**src/rtl/sysop_pkg.sv**
```systemverilog
package sysop_pkg;

  localparam int CODE_W = 6;

  typedef enum logic [1:0] {
    LVL0 = 2'd0,
    LVL1 = 2'd1,
    LVL2 = 2'd2,
    LVL3 = 2'd3
  } lvl_e;

  typedef struct packed {
    logic              unhandled;
    logic              undef;
    logic              trap;
    logic              trap_wide;
    logic [CODE_W-1:0] trap_code;
    logic              req;
    logic              regime;
    logic              vmid_cur;
    logic              inner;
    logic              excl_xs;
    logic              last;
  } result_t;

endpackage

```
**src/rtl/sysop_match.sv**
```systemverilog
module sysop_match #(
  parameter logic [3:0] COPROC_ID = 4'b1111,
  parameter logic [2:0] OPC1_ID   = 3'b000,
  parameter logic [3:0] CRN_ID    = 4'b1000,
  parameter logic [3:0] CRM_ID    = 4'b0111,
  parameter logic [2:0] OPC2_ID   = 3'b101
) (
  input  logic [3:0] coproc,
  input  logic [2:0] opc1,
  input  logic [3:0] crn,
  input  logic [3:0] crm,
  input  logic [2:0] opc2,
  output logic       hit_o
);

  logic [4:0] fld_eq;

  always_comb begin
    fld_eq[0] = (coproc == COPROC_ID);
    fld_eq[1] = (opc1   == OPC1_ID);
    fld_eq[2] = (crn    == CRN_ID);
    fld_eq[3] = (crm    == CRM_ID);
    fld_eq[4] = (opc2   == OPC2_ID);
    hit_o     = &fld_eq;
  end

endmodule

```
**src/rtl/sysop_trap.sv**
```systemverilog
module sysop_trap
  import sysop_pkg::*;
#(
  parameter logic [CODE_W-1:0] TRAP_CODE = 6'h03
) (
  input  logic [1:0]        lvl_i,
  input  logic              l2_en_i,
  input  logic              l2_wide_i,
  input  logic              crn8_trap_i,
  input  logic              tlb_trap_i,
  output logic              trap_o,
  output logic              wide_o,
  output logic [CODE_W-1:0] code_o
);

  logic at_l1_hyp;
  logic by_crn8;
  logic by_tlb;

  always_comb begin
    at_l1_hyp = (lvl_i == LVL1) && l2_en_i;
    // the CRn-8 bit is examined first; the TLB bit only when it is clear
    by_crn8   = at_l1_hyp && crn8_trap_i;
    by_tlb    = at_l1_hyp && !crn8_trap_i && tlb_trap_i;
    trap_o    = by_crn8 || by_tlb;
    wide_o    = trap_o && l2_wide_i;
    code_o    = trap_o ? TRAP_CODE : '0;
  end

  always_comb begin
    if (trap_o) begin
      assert_trap_gate_R4: assert (lvl_i == LVL1 && l2_en_i && (crn8_trap_i || tlb_trap_i));
    end
  end

endmodule

```
**src/rtl/sysop_inval.sv**
```systemverilog
module sysop_inval
  import sysop_pkg::*;
(
  input  logic [1:0] lvl_i,
  input  logic       l2_en_i,
  input  logic       l2_wide_i,
  input  logic       force_bcast_i,
  input  logic       xs_feat_i,
  input  logic       ext_en_i,
  input  logic       no_xs_i,
  output logic       regime_o,
  output logic       vmid_cur_o,
  output logic       inner_o,
  output logic       excl_xs_o
);

  logic xs_ctl_live;

  always_comb begin
    xs_ctl_live = l2_en_i && l2_wide_i && xs_feat_i && ext_en_i && no_xs_i;
    regime_o    = 1'b0;
    vmid_cur_o  = 1'b0;
    inner_o     = 1'b0;
    excl_xs_o   = 1'b0;
    unique case (lvl_i)
      LVL1: begin
        vmid_cur_o = 1'b1;
        inner_o    = l2_en_i && force_bcast_i;
        excl_xs_o  = xs_ctl_live;
      end
      LVL2: begin
        vmid_cur_o = 1'b1;
      end
      LVL3: begin
        regime_o   = 1'b1;
      end
      default: begin
      end
    endcase
  end

  always_comb begin
    if (excl_xs_o) begin
      assert_xs_gate_R6: assert (lvl_i == LVL1 && l2_wide_i && no_xs_i);
    end
  end

endmodule

```
**src/rtl/sysop_gate.sv**
```systemverilog
module sysop_gate
  import sysop_pkg::*;
#(
  parameter logic [3:0]        COPROC_ID = 4'b1111,
  parameter logic [2:0]        OPC1_ID   = 3'b000,
  parameter logic [3:0]        CRN_ID    = 4'b1000,
  parameter logic [3:0]        CRM_ID    = 4'b0111,
  parameter logic [2:0]        OPC2_ID   = 3'b101,
  parameter logic [CODE_W-1:0] TRAP_CODE = 6'h03,
  parameter int                SYNC_STG  = 2
) (
  input  logic              clk,
  input  logic              rst_n,
  input  logic              valid_i,
  input  logic [3:0]        coproc,
  input  logic [2:0]        opc1,
  input  logic [3:0]        crn,
  input  logic [3:0]        crm,
  input  logic [2:0]        opc2,
  input  logic [1:0]        priv_lvl,
  input  logic              l2_en,
  input  logic              l2_wide,
  input  logic              crn8_trap,
  input  logic              tlb_trap,
  input  logic              force_bcast,
  input  logic              xs_feat,
  input  logic              ext_en,
  input  logic              no_xs,
  output logic              out_vld,
  output logic              unhandled,
  output logic              undef,
  output logic              trap,
  output logic              trap_wide,
  output logic [CODE_W-1:0] trap_code,
  output logic              req,
  output logic              req_regime,
  output logic              req_vmid_cur,
  output logic              req_inner,
  output logic              req_excl_xs,
  output logic              req_last
);

  // reset: asserted asynchronously, released through a short flop chain
  logic [SYNC_STG-1:0] rst_sync_q;
  logic                rst_core_n;

  always_ff @(posedge clk or negedge rst_n) begin
    if (!rst_n) rst_sync_q <= '0;
    else        rst_sync_q <= {rst_sync_q[SYNC_STG-2:0], 1'b1};
  end
  assign rst_core_n = rst_sync_q[SYNC_STG-1];

  logic              hit;
  logic              trap_c;
  logic              trap_wide_c;
  logic [CODE_W-1:0] trap_code_c;
  logic              regime_c;
  logic              vmid_cur_c;
  logic              inner_c;
  logic              excl_xs_c;

  sysop_match #(
    .COPROC_ID (COPROC_ID),
    .OPC1_ID   (OPC1_ID),
    .CRN_ID    (CRN_ID),
    .CRM_ID    (CRM_ID),
    .OPC2_ID   (OPC2_ID)
  ) u_match (
    .coproc (coproc),
    .opc1   (opc1),
    .crn    (crn),
    .crm    (crm),
    .opc2   (opc2),
    .hit_o  (hit)
  );

  sysop_trap #(
    .TRAP_CODE (TRAP_CODE)
  ) u_trap (
    .lvl_i       (priv_lvl),
    .l2_en_i     (l2_en),
    .l2_wide_i   (l2_wide),
    .crn8_trap_i (crn8_trap),
    .tlb_trap_i  (tlb_trap),
    .trap_o      (trap_c),
    .wide_o      (trap_wide_c),
    .code_o      (trap_code_c)
  );

  sysop_inval u_inval (
    .lvl_i         (priv_lvl),
    .l2_en_i       (l2_en),
    .l2_wide_i     (l2_wide),
    .force_bcast_i (force_bcast),
    .xs_feat_i     (xs_feat),
    .ext_en_i      (ext_en),
    .no_xs_i       (no_xs),
    .regime_o      (regime_c),
    .vmid_cur_o    (vmid_cur_c),
    .inner_o       (inner_c),
    .excl_xs_o     (excl_xs_c)
  );

  // outcome selection: encoding first, then level, then hypervisor traps
  result_t decided;

  always_comb begin
    decided = '0;
    if (!hit) begin
      decided.unhandled = 1'b1;
    end else if (priv_lvl == LVL0) begin
      decided.undef = 1'b1;
    end else if (trap_c) begin
      decided.trap      = 1'b1;
      decided.trap_wide = trap_wide_c;
      decided.trap_code = trap_code_c;
    end else begin
      decided.req      = 1'b1;
      decided.regime   = regime_c;
      decided.vmid_cur = vmid_cur_c;
      decided.inner    = inner_c;
      decided.excl_xs  = excl_xs_c;
      decided.last     = 1'b1;
    end
  end

  // next state: flags pulse for one cycle, details load only on a strobe
  result_t res_q;
  result_t res_d;
  logic    vld_q;

  always_comb begin
    res_d           = res_q;
    res_d.unhandled = 1'b0;
    res_d.undef     = 1'b0;
    res_d.trap      = 1'b0;
    res_d.req       = 1'b0;
    if (valid_i) res_d = decided;
  end

  always_ff @(posedge clk or negedge rst_core_n) begin
    if (!rst_core_n) begin
      vld_q <= 1'b0;
      res_q <= '0;
    end else begin
      vld_q <= valid_i;
      res_q <= res_d;
    end
  end

  assign out_vld      = vld_q;
  assign unhandled    = res_q.unhandled;
  assign undef        = res_q.undef;
  assign trap         = res_q.trap;
  assign trap_wide    = res_q.trap_wide;
  assign trap_code    = res_q.trap_code;
  assign req          = res_q.req;
  assign req_regime   = res_q.regime;
  assign req_vmid_cur = res_q.vmid_cur;
  assign req_inner    = res_q.inner;
  assign req_excl_xs  = res_q.excl_xs;
  assign req_last     = res_q.last;

  assert_strobe_to_result_R1: assert property (@(posedge clk) disable iff (!rst_core_n)
    valid_i |=> out_vld);

  assert_idle_quiet_R1: assert property (@(posedge clk) disable iff (!rst_core_n)
    !valid_i |=> !(unhandled || undef || trap || req));

  assert_foreign_enc_R2: assert property (@(posedge clk) disable iff (!rst_core_n)
    (valid_i && !hit) |=> (unhandled && !undef && !trap && !req));

  assert_lvl0_undef_R3: assert property (@(posedge clk) disable iff (!rst_core_n)
    (valid_i && hit && priv_lvl == LVL0) |=> undef);

  assert_syndrome_R4: assert property (@(posedge clk) disable iff (!rst_core_n)
    trap |-> (trap_code == TRAP_CODE));

  assert_lvl3_regime_R8: assert property (@(posedge clk) disable iff (!rst_core_n)
    (valid_i && hit && priv_lvl == LVL3) |=> (req && req_regime && !req_vmid_cur));

  assert_last_level_R9: assert property (@(posedge clk) disable iff (!rst_core_n)
    req |-> req_last);

  assert_one_outcome_R10: assert property (@(posedge clk) disable iff (!rst_core_n)
    out_vld |-> ($countones({unhandled, undef, trap, req}) == 1));

endmodule

```
**config.mk**
```make
export PLATFORM = sky130hd
export DESIGN_NAME = sysop_gate
export DESIGN_NICKNAME = d
export VERILOG_FILES = /design/src/rtl/sysop_pkg.sv /design/src/rtl/sysop_match.sv /design/src/rtl/sysop_trap.sv /design/src/rtl/sysop_inval.sv /design/src/rtl/sysop_gate.sv
export SDC_FILE = /design/constraint.sdc
export NUM_CORES = 1
export LEC_CHECK = 0
export CAP_MARGIN = 10
export CORE_UTILIZATION = 34
export DETAILED_ROUTE_END_ITERATION = 10
export PLACE_DENSITY_LB_ADDON = 0.1
export SYNTH_ARGS = -nofsm -noshare
export SYNTH_HDL_FRONTEND = slang
export SYNTH_SLANG_ARGS = --single-unit
```
**constraint.sdc**
```tcl
create_clock -name clk -period 0.8 [get_ports clk]
set_input_delay 0.2 -clock clk [delete_from_list [all_inputs] [get_ports clk]]
set_output_delay 0.2 -clock clk [all_outputs]
set_load 0.03 [all_outputs]
```
# Yosys cells after proc, flatten, opt, wreduce, memory -nomap -nowiden
# Index checks and enable logic that the tools add are counted.
# word_totals
word_cells	47
in_bits	31
regBits	19
# op_classes
n_eq_ne	7
mux	11
n_reduce_logical	16
# ops
operator	count
16-bit 2-to-1 mux	1
15-bit 2-to-1 mux	1
14-bit 2-to-1 mux	1
1-bit logical AND	10
4-bit equality test, second input constant	2
8-bit 2-to-1 mux	1
1-bit 2-to-1 mux	6
6-bit 2-to-1 mux	1
5-bit AND reduction	1
2-bit equality test, second input constant	2
4-bit by 3-bit equality test with 1-bit output, second input constant	1
3-bit equality test, second input constant	1
3-bit zero test	1
2-bit by 1-bit equality test with 1-bit output, second input constant	1
2-bit zero test	1
2-bit OR reduction	1
1-bit zero test	1
1-bit logical OR	1

# Logic depth before layout (Yosys ltp)
# depth
ltp_word	10
mapped_depth	6
depth_no_buf	6

# Modules after synthesis
# A second synthesis with hierarchy kept.
# hier_totals
hier_cells	91
hier_area_um2	902.1
# by_module_without_submodules
module	n_inst	cells_each	seq_area_each_um2	area_per_inst_um2
sysop_gate	1	65	475.5	710.7
sysop_trap	1	12	0.0	85.1
sysop_match	1	6	0.0	53.8
sysop_inval	1	8	0.0	52.6

# Least setup slack after synthesis
# OpenSTA, ideal clock, no wires.
# synth_path
kind	input-to-reg
startpoint	in crm[3]
endpoint	reg res_q (netlist bit req_excl_xs)
required_ns	0.719
path_slack_ns	-0.469
setup_ns	0.081
path_stages	5
arrival_time_ns	1.188
path_buffers	1
cell_sequence	nor4bb_1 > nand4b_1 > or3_4 > buf_6 > o22ai_2
# synth_between
elab_chain_cells	3
# synth_rtl
element	line	source
start, declared	sysop_gate.sv:18	input logic [3:0] crm,
4-bit by 3-bit equality test with 1-bit output	sysop_match.sv:22	fld_eq[3] = (crm == CRM_ID);
5-bit AND reduction	sysop_match.sv:24	hit_o = &fld_eq;
15-bit 2-to-1 mux	sysop_gate.sv:109	if (!hit) begin
end signal, assigned	sysop_gate.sv:147	res_q <= res_d;
end, declared	sysop_gate.sv:128	result_t res_q;
# No other way between the ends.
# A chain may end at the register's enable or synchronous reset.

# Worst setup path in the final report
# layout_path
startpoint	in opc2[1]
endpoint	reg res_q (netlist bit req_last)
# layout_between
elab_chain_cells	3
# layout_rtl
element	line	source
start, declared	sysop_gate.sv:19	input logic [2:0] opc2,
3-bit equality test	sysop_match.sv:23	fld_eq[4] = (opc2 == OPC2_ID);
5-bit AND reduction	sysop_match.sv:24	
15-bit 2-to-1 mux	sysop_gate.sv:109	
# No other way between the ends.

==> flow_metrics.tcl <==
set metrics [dict create \
    htree_levels 1 \
    p_per_area_nw_per_um2 1138 \
    fin_nets 155 \
    start_util_pct 36.48 \
    worstSetupEndpointType "flip-flop" \
    violations "negative setup slack" \
    r2r_cells 3 \
    rsz0062_at_grt "true" \
    synthDistinctLibCells 21 \
    grt_max_degree 13 \
    layout_common_cells "18 x buf_6, 14 x dfrtp_1, 11 x dlygate4sd2_1, 10 x clkdlybuf4s50_1, 8 x inv_1" \
    grt_use_total_pct 16.90 \
    clk_pin_slew_ns 0.08 \
    drc 0 \
    die_width_um 47.88 \
    cts_root_buf "clkbuf_4" \
    antenna_found_initial 0 \
    tns_ns -5.875 \
    num_vias 664 \
    layout-drive-gt1-share_pct 45.00 \
    antennaDiodeCount 0 \
    power_frac_clock_pct 33.4 \
    synth-seq-cells 14 \
    fp-row-count 16 \
    drtIter0Drc 1 \
    synth_top_area_cell "dfrtp_1" \
    timing.rr.start "req_last$_DFFE_PN0P_" \
    insertion_delay_ns 0.28 \
    finalMaxSlewViolations 0 \
    maxCapViolations 0 \
    synthCells 67 \
    period_needed_ns 1.098 \
    grt-ovfl-total 0 \
    routed_wl_um 1640 \
    grt_pass1_vias 642 \
    dieArea_um2 2292 \
    stdcell_count 147 \
    ioPinCount 48 \
    fmax_mhz 910.6 \
    layout_setup_ws_ns -0.2982 \
    worst_setup_path_start_kind "primary input" \
    worst_ir_drop_vdd_mv 0.6599 \
    fin_util_pct 67.73 \
    tritoncts "done" \
    r2r_end "req_last$_DFFE_PN0P_" \
    clkSinkCount 14 \
    hold_ws_ns 0.06910 \
    portBuffers 43 \
    ys_seq_area_share_pct 48.95 \
    power.internal_mw 1.153 \
    combPwrFrac_pct 19.0 \
    antenna_left 0 \
    seqPwrFrac_pct 47.6 \
    hold_viol 0 \
    drt_pass1_iterations 4 \
    yosysWarnings 0 \
    critPathKind "in2reg" \
    synth.top_cell.area_share_pct 48.95 \
    synth_area_um2 715.7 \
    core_area_um2 1962 \
    synth.area.top_cells "dfrtp_1 49%, o22ai_2 12%, buf_4 5.2%, ha_1 5.2%, inv_1 4.7%" \
    p_total_mw 1.513 \
    switchingPower_mw 0.3600 \
    worstPathMaxFanout 5 \
    gp_congestion 0.6881 \
    arrival_ns 1.30 \
    synth_area_per_cell_um2 10.68 \
    die_h_um 47.88 \
    area_growth_pct 85.66 \
    layout_commonest_cell "buf_6" \
    dp.cells 141 \
    numCtsBuffers 3 \
    timing.final.crit_share_pct 137.3 \
    grt_pass1_wl_um 2553 \
    fillers 177 \
    wl_per_cell_um 11.16 \
    netSwitchingFraction_pct 23.80 \
    status "complete, but fails checks" \
    p_leak_nw 0.6019 \
    drt-vias-per-instance 4.517 \
    rrSetupSlack_ns 0 \
    critPathRequiredTime_ns 1.01 \
    setup_violations 24 \
    skew_ns 0.0009374 \
    dp_hpwl_um 1271 \
    cp-startpoint "opc2[1]" \
    hold_class "in2async" \
    clockBufferDepth 2 \
]
## repair_timing
item | 4_1_cts | 5_1_grt
hold buffers | 0 | 0
cloned | 1 | 0
buffers inserted | 0 | 1
pin swaps | 8 | 6
hold endpoints to repair | 0 | 0
resized for setup | 65 | 4
setup endpoints to repair | 24 | 24
## power groups by stage
| stage | sequential [mW] | combinational [mW] | clock [mW] |
|---|---|---|---|
| floorplan | 0.753 | 0.0911 | 0 |
| global placement | 0.734 | 0.291 | 0 |
| detailed placement | 0.734 | 0.293 | 0 |
| CTS | 0.721 | 0.281 | 0.514 |
| global route | 0.722 | 0.314 | 0.545 |
| finish | 0.721 | 0.287 | 0.505 |
## cell usage after synthesis (all sizes together)
cell type / instances
nand3: 3
nor4bb: 1
and2: 1
or2: 1
and4: 1
or3: 1
nand2: 5
inv: 9
o22ai: 7
nor4: 1
dfrtp: 14
nor2b: 1
nor3: 1
nand4: 1
ha: 3
clkbuf: 1
nand4b: 3
nor2: 5
buf: 6
conb: 2
## layout make-up
type / instances / area, µm² / share of cell area [%]
Tap cell: 27 / 33.78 / 2.542
Inverter: 9 / 33.78 / 2.542
Sequential cell: 14 / 350.3 / 26.37
Clock buffer: 4 / 36.28 / 2.731
Multi-Input combinational cell: 40 / 340.3 / 25.61
Timing Repair Buffer: 53 / 534.3 / 40.21
## metrics by stage
stage	setup slack (ns)	instance area, µm²
after floorplan	-0.3819	734.5
after global placement	-0.8939	1186
after detailed placement	-0.8917	1186
after CTS	-0.3446	1304
after global routing	-0.3229	1329
final	-0.2982	1329
## flip-flops by register name, indices dropped and copies added (netlist names)
signal        flops
req_regime        1
req_inner         1
undef             1
trap_code         1
req_last          1
req_vmid_cur      1
unhandled         1
req               1
trap              1
out_vld           1
rst_sync_q        2
trap_wide         1
req_excl_xs       1
## worst max path at each step
stage | depth (start not counted) | slack, ns | to
final | 6 | -0.30 | req_last$_DFFE_PN0P_
after global routing | 6 | -0.32 | req_last$_DFFE_PN0P_
after CTS | 6 | -0.34 | req_last$_DFFE_PN0P_
after detailed placement | 6 | -0.89 | req_last$_DFFE_PN0P_
after global placement | 6 | -0.89 | trap_wide$_DFFE_PN0P_
after floorplan | 5 | -0.38 | req_excl_xs$_DFFE_PN0P_
## routing by layer
metal	up-vias	wire [µm]	GRT usage [%]
met5	-	0	0
met2	39	882	28.92
met4	0	19	11.67
li1	320	-	-
met3	2	111	3.396
met1	303	626	18.62
## cell families after synthesis
kind of cell,Yosys count,synth area share (%)
AOI/OAI and AO/OA,7,12.24
adders and majority gates,3,5.245
buffers and inverters,16,12.06
DFF,14,48.95
other,2,1.049
and+or+nand+nor,25,20.46
## worst max-delay path: stages
cell and delay, ns:
buf_6 0.09, nor4bb_1 0.26, nand4b_1 0.12, or3_4 0.40, buf_12 0.16, o22ai_4 0.08
Note: power is estimated with default switching activity, not from simulation.
